==> src/rtl/sew_pkg.sv <==
package sew_pkg;
  typedef enum logic [1:0] {
    ST_IDLE   = 2'd0,
    ST_WINDOW = 2'd1,
    ST_SECT   = 2'd2,
    ST_CHIP   = 2'd3
  } sew_state_e;
endpackage

==> src/rtl/sew_timer.sv <==
module sew_timer #(
  parameter int CNT_W = 16
) (
  input  logic             clk_i,
  input  logic             rst_ni,
  input  logic             load_i,
  input  logic             run_i,
  input  logic [CNT_W-1:0] win_cycles_i,
  output logic             expire_o
);
  localparam logic [CNT_W-1:0] ONE = CNT_W'(1);

  logic [CNT_W-1:0] cnt_q;
  logic [CNT_W-1:0] load_val;

  // zero length is clamped to one cycle
  assign load_val = (win_cycles_i == '0) ? ONE : win_cycles_i;

  always_ff @(posedge clk_i or negedge rst_ni) begin
    if (!rst_ni)                   cnt_q <= '0;
    else if (load_i)               cnt_q <= load_val;
    else if (run_i && cnt_q != '0) cnt_q <= cnt_q - ONE;
  end

  assign expire_o = run_i && (cnt_q == ONE);
endmodule

==> src/rtl/sew_sector_map.sv <==
module sew_sector_map #(
  parameter int N_SECTORS = 16,
  parameter int IDX_W     = (N_SECTORS > 1) ? $clog2(N_SECTORS) : 1
) (
  input  logic                 clk_i,
  input  logic                 rst_ni,
  input  logic                 set_i,
  input  logic [IDX_W-1:0]     idx_i,
  input  logic                 clr_i,
  output logic [N_SECTORS-1:0] map_o
);
  for (genvar i = 0; i < N_SECTORS; i++) begin : g_bit
    always_ff @(posedge clk_i or negedge rst_ni) begin
      if (!rst_ni)                                   map_o[i] <= 1'b0;
      else if (clr_i)                                map_o[i] <= 1'b0;
      else if (set_i && (idx_i == IDX_W'(i)))        map_o[i] <= 1'b1;
    end
  end
endmodule

==> src/rtl/sew_ctrl.sv <==
module sew_ctrl
  import sew_pkg::*;
(
  input  logic clk_i,
  input  logic rst_ni,
  input  logic sec_cmd_i,
  input  logic suspend_i,
  input  logic chip_erase_i,
  input  logic erase_done_i,
  input  logic expire_i,
  output logic load_o,
  output logic run_o,
  output logic map_set_o,
  output logic map_clr_o,
  output logic win_closed_o,
  output logic start_erase_o,
  output logic suspend_o,
  output logic cmd_ignored_o
);
  sew_state_e st_q, st_d;
  logic start_d, susp_d, ign_d;

  always_comb begin
    st_d      = st_q;
    load_o    = 1'b0;
    map_set_o = 1'b0;
    map_clr_o = 1'b0;
    start_d   = 1'b0;
    susp_d    = 1'b0;
    ign_d     = 1'b0;
    unique case (st_q)
      ST_IDLE: begin
        ign_d = suspend_i;
        if (chip_erase_i) begin
          st_d    = ST_CHIP;
          start_d = 1'b1;
          ign_d   = suspend_i | sec_cmd_i;
        end else if (sec_cmd_i) begin
          st_d      = ST_WINDOW;
          load_o    = 1'b1;
          map_set_o = 1'b1;
        end
      end
      ST_WINDOW: begin
        ign_d = suspend_i | chip_erase_i;
        if (expire_i) begin
          st_d    = ST_SECT;
          start_d = 1'b1;
          ign_d   = ign_d | sec_cmd_i;
        end else if (sec_cmd_i) begin
          load_o    = 1'b1;
          map_set_o = 1'b1;
        end
      end
      ST_SECT, ST_CHIP: begin
        ign_d  = sec_cmd_i | chip_erase_i;
        susp_d = suspend_i;
        if (erase_done_i) begin
          st_d      = ST_IDLE;
          map_clr_o = 1'b1;
        end
      end
      default: st_d = ST_IDLE;
    endcase
  end

  always_ff @(posedge clk_i or negedge rst_ni) begin
    if (!rst_ni) begin
      st_q          <= ST_IDLE;
      start_erase_o <= 1'b0;
      suspend_o     <= 1'b0;
      cmd_ignored_o <= 1'b0;
    end else begin
      st_q          <= st_d;
      start_erase_o <= start_d;
      suspend_o     <= susp_d;
      cmd_ignored_o <= ign_d;
    end
  end

  assign run_o        = (st_q == ST_WINDOW);
  assign win_closed_o = (st_q == ST_SECT);
endmodule

==> src/rtl/sector_erase_window.sv <==
module sector_erase_window #(
  parameter int N_SECTORS = 16,
  parameter int CNT_W     = 16,
  parameter int IDX_W     = (N_SECTORS > 1) ? $clog2(N_SECTORS) : 1
) (
  input  logic                 clk_i,
  input  logic                 rst_ni,
  input  logic [CNT_W-1:0]     win_cycles_i,
  input  logic                 sec_cmd_i,
  input  logic [IDX_W-1:0]     sec_idx_i,
  input  logic                 suspend_i,
  input  logic                 chip_erase_i,
  input  logic                 erase_done_i,
  output logic                 win_closed_o,
  output logic                 start_erase_o,
  output logic                 suspend_o,
  output logic                 cmd_ignored_o,
  output logic [N_SECTORS-1:0] sector_map_o
);
  logic load, run, expire, map_set, map_clr;

  sew_timer #(.CNT_W(CNT_W)) u_timer (
    .clk_i        (clk_i),
    .rst_ni       (rst_ni),
    .load_i       (load),
    .run_i        (run),
    .win_cycles_i (win_cycles_i),
    .expire_o     (expire)
  );

  sew_ctrl u_ctrl (
    .clk_i         (clk_i),
    .rst_ni        (rst_ni),
    .sec_cmd_i     (sec_cmd_i),
    .suspend_i     (suspend_i),
    .chip_erase_i  (chip_erase_i),
    .erase_done_i  (erase_done_i),
    .expire_i      (expire),
    .load_o        (load),
    .run_o         (run),
    .map_set_o     (map_set),
    .map_clr_o     (map_clr),
    .win_closed_o  (win_closed_o),
    .start_erase_o (start_erase_o),
    .suspend_o     (suspend_o),
    .cmd_ignored_o (cmd_ignored_o)
  );

  sew_sector_map #(.N_SECTORS(N_SECTORS), .IDX_W(IDX_W)) u_map (
    .clk_i  (clk_i),
    .rst_ni (rst_ni),
    .set_i  (map_set),
    .idx_i  (sec_idx_i),
    .clr_i  (map_clr),
    .map_o  (sector_map_o)
  );
endmodule

==> config.mk <==
export PLATFORM = sky130hd
export DESIGN_NAME = sector_erase_window
export DESIGN_NICKNAME = d
export VERILOG_FILES = /design/src/rtl/sew_pkg.sv /design/src/rtl/sew_timer.sv /design/src/rtl/sew_sector_map.sv /design/src/rtl/sew_ctrl.sv /design/src/rtl/sector_erase_window.sv
export SDC_FILE = /design/constraint.sdc
export NUM_CORES = 1
export LEC_CHECK = 0
export ABC_AREA = 1
export BUFFER_PORTS_ARGS = -buffer_cell sky130_fd_sc_hd__buf_4
export CAP_MARGIN = 30
export CORE_MARGIN = 3
export CORE_UTILIZATION = 49
export CTS_CLUSTER_DIAMETER = 200
export DETAILED_ROUTE_END_ITERATION = 8
export PLACE_DENSITY = 0.75
export SYNTH_ARGS = -nofsm -noshare
export SYNTH_HDL_FRONTEND = slang
export SYNTH_SLANG_ARGS = --single-unit
==> constraint.sdc <==
create_clock -name clk_i -period 1.4 [get_ports clk_i]
set_input_delay 0.14 -clock clk_i [delete_from_list [all_inputs] [get_ports clk_i]]
set_output_delay 0.14 -clock clk_i [all_outputs]
set_load 0.01 [all_outputs]
==> results by group, run 1 <==
Logic synthesis
  – Yosys reg bits: 37
  – Synth area leader: dfrtp_1
  – Syn nets: 350
  – Largest cells by area after synthesis: dfrtp_1 41%, nand2_1 20%, nand3_1 7.8%
  – Top cell type's share of synthesized area: 41.0%
  – Ys flop type: dfrtp_1
  – Async SR Flop Fraction: 100%
  – Cell count after synthesis: 321
  – Number of flops mapped to enable cells by yosys: 0
  – Post-Syn Area: 2260 um^2
  – Avg Cell Area, Syn: 7.04 um^2
  – Synth warn: 0
  – Seq/Total Area, Yosys: 41.0%
  – Synth unique cells: 26

Global routing
  – Total track usage: 26.5%
  – Number of global-route vias before repair: 2435
  – Initial antenna violation count: 0
  – Largest net degree at the start of global routing: 38
  – Overflow after GRT: 0
  – First-pass GRT wire length: 11.1 mm

Clock network
  – CTS tree: done
  – H-tree depth: 2
  – Worst-skew pair later-pin latency: 300 ps
  – CTS Sinks: 37
  – CTS max path bufs: 2
  – Num CTS Buffers: 5
  – Clk root buf: clkbuf_8
  – Clock edge transition at the registers on the reported setup and hold paths: 80 ps

STA
  – Worst-Margin Slew: 493 ps
  – Crit path time final: 1650 ps
  – RSZ-0062 raised after global routing: true
  – Max Slew Vio Count: 0
  – Fin crit share: 118%
  – Max_slew headroom: 67.1%
  – Smallest hold slack: 34.0 ps
  – Max Clk Rate: 607 MHz
  – Worst setup margin: -248 ps
  – Setup Skew: 7.78 ps
  – Endpoints failing setup: 34
  – Final hold vios: 0

Cells and area
  – Commonest non-fill, non-tap cell in the layout: nand2_1
  – N_diodes: 0
  – Fraction of layout cells with a size suffix above 1: 37.0%
  – Non-Filler Instances: 468
  – Most frequent cells in the layout: 110 x nand2_1, 83 x buf_4, 36 x dfrtp_1
  – Layout area overhead: 49.4%
  – Nets@finish: 444

Placement
  – Port Buffers: 45
  – DP HPWL: 4.51 mm
  – RePlAce Congestion: 0.912
  – Worst slack at placement: -223 ps
  – DP Cell Count: 446

Worst setup path
  – Worst-path fanout max: 7
  – Worst setup EP type: flip-flop
  – CP required: 1580 ps
  – Critical Path AT: 1830 ps
  – CP Class: reg2reg
  – Startpoint types: flip-flop

Die
  – Cell Rows: 24
  – Die ar.: 5460 um^2
  – Initial Utilization: 51.2%
  – Chip Height: 73.9 um
  – IO Count: 46
  – Placeable Area: 4410 um^2
  – Die width: 73.9 um

Routing
  – Iteration-0 DRC Markers: 177
  – Routed Antenna Nets: 0
  – DR vias: 2548
  – Mean routed wirelength per cell: 15.3 um
  – Iteration count of the initial detailed-routing pass: 6
  – Total wire length: 7.18 mm
  – Post-route DRC violation count: 0
  – DR vias/cell: 5.44

Power
  – Power Total: 0.00684 W
  – Maximum VDD drop: 0.892 mV
  – Leak: 1.85 nW
  – Cell Pwr Density: 2030 nW/um^2

Outcome
  – Failing checks: negative setup slack
  – Status: finished with violations

Flow run
  – Max cap viols: 0

Worst hold path
  – Hold Crit Class: in2reg
## what timing repair did
item,CTS,global route
gates cloned,3,2
buffers inserted,7,1
endpoints found under the setup margin,32,35
hold buffers,1,0
gates resized for setup,32,25
hold endpoints to repair,37,0
pin swaps,9,15
## flip-flops by register name (all words and copies together) (netlist names)
signal and cells:
u_map.map_o 16, u_ctrl.start_erase_o 1, u_ctrl.suspend_o 1, u_ctrl.st_q 2, u_ctrl.cmd_ignored_o 1, u_timer.cnt_q 16
## cell usage after synthesis, types with 2 or more instances
cell / count
nand3_1: 35
ha_1: 3
inv_1: 28
nor2_4: 2
o21ai_0: 8
xor2_1: 3
xnor2_1: 3
nand4_1: 2
nand2_1: 123
nor3_1: 3
nand2_2: 5
dfrtp_1: 37
buf_6: 3
a21oi_1: 4
nor4_1: 2
nand3b_1: 6
buf_2: 2
nand3_4: 2
nor2_1: 38
nor2_2: 6
## critical path: stages, from the launching register on
cell	delay, ps
dfrtp_1	410
inv_2	110
ha_4	150
nand2_4	60
nor2_4	120
nand2_4	80
nand3_4	200
buf_12	160
nand2_4	80
nand2_1	90
nand3_1	80
## kinds of logic (layout without fill, tap and decap cells)
group,count (synthesis),after routing,synth area share [%]
AO/OA/AOI/OAI,13,13,2.99
XOR/XNOR,6,6,2.33
AND/OR/NAND/NOR,227,231,45.1
buffers and inverters,35,126,6.92
flip-flops,37,37,41.0
adder cells (fa/ha/maj),3,3,1.66
## cell type report
type	instances	area, um^2
timing repair buffer	88	687
fill	318	1040
multi-input combinational	253	1430
tap	52	65.1
inverter	29	124
clock inverter	3	68.8
sequential	37	927
timing repair inverter	1	6.26
clock buffer	5	68.8
## metrics by stage
step           cell area, um^2  TNS [ps]  utilization [%]
2_1_floorplan             2280     -1550                -
4_1_cts                   3250     -4150             73.5
3_5_place_dp              2890     -5740             65.4
3_3_place_gp              2890     -4850             65.4
6_report                  3370     -6700             76.4
5_1_grt                   3370     -9670             76.4
## worst paths after layout
path,start,to,slack (ps),cells after the start
max,u_timer.cnt_q[1]$_DFFE_PN0P_,u_timer.cnt_q[9]$_DFFE_PN0P_,-250,10
min,suspend_i,u_ctrl.suspend_o$_DFF_PN0_,30,3
max reg2reg,u_timer.cnt_q[1]$_DFFE_PN0P_,u_timer.cnt_q[9]$_DFFE_PN0P_,-250,10
min reg2reg,u_map.map_o[15]$_DFFE_PN0P_,u_map.map_o[15]$_DFFE_PN0P_,490,2
max in group asynchronous,rst_ni,u_timer.cnt_q[0]$_DFFE_PN0P_,680,2
min in group asynchronous,rst_ni,u_timer.cnt_q[11]$_DFFE_PN0P_,340,2
## report_power, final
| part | total [W] | internal (W) | switching, W |
|---|---|---|---|
| Combinational | 0.00401 | 0.00169 | 0.00232 |
| Clock | 0.00115 | 0.000718 | 0.000428 |
| Sequential | 0.00169 | 0.00143 | 0.000262 |
| Total | 0.00684 | 0.00383 | 0.00301 |
## layer usage
layer  routed length, um  track usage [%]  vias up  part of all wire, %
met5                   0                0        -                    0
met4                  98             6.04        0                  1.4
met3                 527             5.06       14                  7.3
met2                3610             45.0      114                   50
met1                2950             34.7     1214                   41
li1                    -                -     1206                    -
Power figures use the tool's default switching activity.
==> run 2: changes to the inputs <==
- PLACE_DENSITY: 0.75 -> 0.76
==> run 2 against run 1 <==
Compared with the run above:
- the flow still finishes with violations (negative setup slack)
- global-route usage up 0.23 points
- clock power down 17%
- worst setup slack better by 10 ps
- first-iteration DRC count up 45%
- register-to-register slack about the same
- die area unchanged
- flip-flop and latch count unchanged
- count of clock-buffer cells in the layout unchanged
- combinational power up 4%
- core utilization up 1.2 points
- design area up 1.6%
- clock skew down 1.2 ps
- critical path type unchanged
==> results by group, run 2 (same netlist as run 1, synthesis figures left out) <==
Cells and area
  – Biggest registers after layout: u_map.map_o: 16 flops, u_timer.cnt_q: 16 flops, u_ctrl.st_q: 2 flops
  – N_diodes: 0
  – Layout area overhead: 51.8%
  – Most frequent cells in the layout: 107 x nand2_1, 87 x buf_4, 37 x dfrtp_1
  – Nets@finish: 450
  – Post-route cell area: 3430 um^2
  – # fillers: 296
  – Final Util: 77.7%
  – Storage cell area: 926 um^2
  – Commonest non-fill, non-tap cell in the layout: nand2_1
  – Area of the multi-input gates: 1440 um^2
  – Fraction of layout cells with a size suffix above 1: 38.9%

Global routing
  – Number of global-route vias before repair: 2386
  – Largest net degree at the start of global routing: 38
  – Initial antenna violation count: 0
  – Total track usage: 26.7%
  – First-pass GRT wire length: 11.1 mm
  – Overflow after GRT: 0

Placement
  – DP HPWL: 4.38 mm
  – RePlAce Congestion: 0.905
  – DP Area: 2910 um^2
  – Port Buffers: 45
  – Worst slack at placement: -251 ps

Die
  – Placeable Area: 4410 um^2
  – Chip Height: 73.9 um
  – Die ar.: 5460 um^2
  – Cell Rows: 24
  – Initial Utilization: 51.2%
  – Die width: 73.9 um
  – IO Count: 46

Routing
  – DR vias/cell: 5.51
  – DR vias: 2612
  – Total wire length: 7.63 mm
  – Iteration count of the initial detailed-routing pass: 5
  – Mean routed wirelength per cell: 16.1 um
  – Post-route DRC violation count: 0
  – Iteration-0 DRC Markers: 256
  – Routed Antenna Nets: 0

Flow run
  – Max cap viols: 0

STA
  – Max Clk Rate: 611 MHz
  – Endpoints failing setup: 34
  – RSZ-0062 raised after global routing: true
  – Worst-Margin Slew: 491 ps
  – Final hold vios: 0
  – Setup Skew: 6.55 ps
  – Total Neg Setup Slack: -6620 ps
  – Fin crit share: 117%
  – Worst setup margin: -237 ps
  – Crit path time final: 1640 ps
  – Max_slew headroom: 67.3%
  – Max Slew Vio Count: 0

Outcome
  – Status: finished with violations
  – Failing checks: negative setup slack

Worst setup path
  – Worst-path cell chain: inv_2 -> ha_4 -> nand2_4 -> nor2_4 -> nand2_2 -> nand3_4 -> nand3_4 -> buf_6 -> nand2_2 -> nand2_1
  – CP Class: reg2reg
  – Startpoint types: flip-flop
  – CP required: 1590 ps
  – Worst-path fanout max: 5
  – R2R depth: 10
  – Crit-path leading delay family: simple AND/OR/NAND/NOR gates
  – Worst setup EP type: flip-flop
  – Buffers plus inverters on the worst setup path: 2
  – Critical Path AT: 1820 ps
  – Critical path's slowest cell: dfrtp_1
  – Slowest stage delay, CP: 410 ps
  – WP depth: 10

Clock network
  – Clk root buf: clkbuf_8
  – Num CTS Buffers: 5
  – CTS Sinks: 37
  – CTS tree: done
  – Clock edge transition at the registers on the reported setup and hold paths: 80 ps
  – CTS max path bufs: 2
  – Worst-skew pair later-pin latency: 290 ps
  – H-tree depth: 2

Power
  – Leak: 1.85 nW
  – Maximum VDD drop: 0.966 mV
  – Cell Pwr Density: 2000 nW/um^2

Worst hold path
  – Worst hold path depth: 3
  – Hold Crit Class: in2reg
-- run 2: repair_timing --
item	CTS	global route
setup endpoints to repair	32	36
hold buffers	1	0
cloned	1	2
gates resized for setup	32	33
hold endpoints to repair	37	0
setup buffers	8	5
pin swaps	17	11
-- run 2: power breakdown --
group          internal [W]  total (W)  switching, W
registers           0.00142    0.00173      0.000303
logic               0.00188    0.00417       0.00229
clock network      0.000534   0.000958      0.000424
total               0.00383    0.00685       0.00302
-- run 2: layer usage --
metal	part of all wire [%]	GRT usage [%]	vias up	routed length, um
li1	-	-	1215	-
met1	40	33.7	1248	3050
met2	51	45.0	126	3880
met3	6.7	5.06	23	508
met4	2.5	9.86	0	189
met5	0	0	-	0
-- run 2: worst register-to-register path, cell delays in order, from the launching register on --
cell and delay (ps):
dfrtp_1 410, inv_2 120, ha_4 160, nand2_4 60, nor2_4 90, nand2_2 90
nand3_4 160, nand3_4 170, buf_6 180, nand2_2 50, nand2_1 50
-- run 2: layout make-up --
class	instances	share of cell area, %
Multi-Input combinational cell	252	41.9
Sequential cell	37	27.0
Timing Repair Buffer	96	22.5
Inverter	29	3.32
Clock buffer	5	2.01
Tap cell	52	1.90
Clock inverter	3	1.35
-- run 2: worst paths after layout --
check / startpoint / to / slack [ps]
setup reg to reg: u_timer.cnt_q[1]$_DFFE_PN0P_ / u_timer.cnt_q[14]$_DFFE_PN0P_ / -240
hold / removal: suspend_i / u_ctrl.suspend_o$_DFF_PN0_ / 50
setup / recovery: u_timer.cnt_q[1]$_DFFE_PN0P_ / u_timer.cnt_q[14]$_DFFE_PN0P_ / -240
min in group asynchronous: rst_ni / u_timer.cnt_q[12]$_DFFE_PN0P_ / 340
max in group asynchronous: rst_ni / u_timer.cnt_q[13]$_DFFE_PN0P_ / 700
hold reg to reg: u_map.map_o[13]$_DFFE_PN0P_ / u_map.map_o[13]$_DFFE_PN0P_ / 490
-- run 2: through the flow --
stage / hold slack [ps] / instances / power (W)
detailed placement: 140 / 449 / 0.00489
CTS: 37.7 / 467 / 0.00624
global route: 46.1 / 474 / 0.00727
floorplan: -156 / 321 / 0.00357
finish: 48.2 / 474 / 0.00685
global placement: 133 / 449 / 0.00485
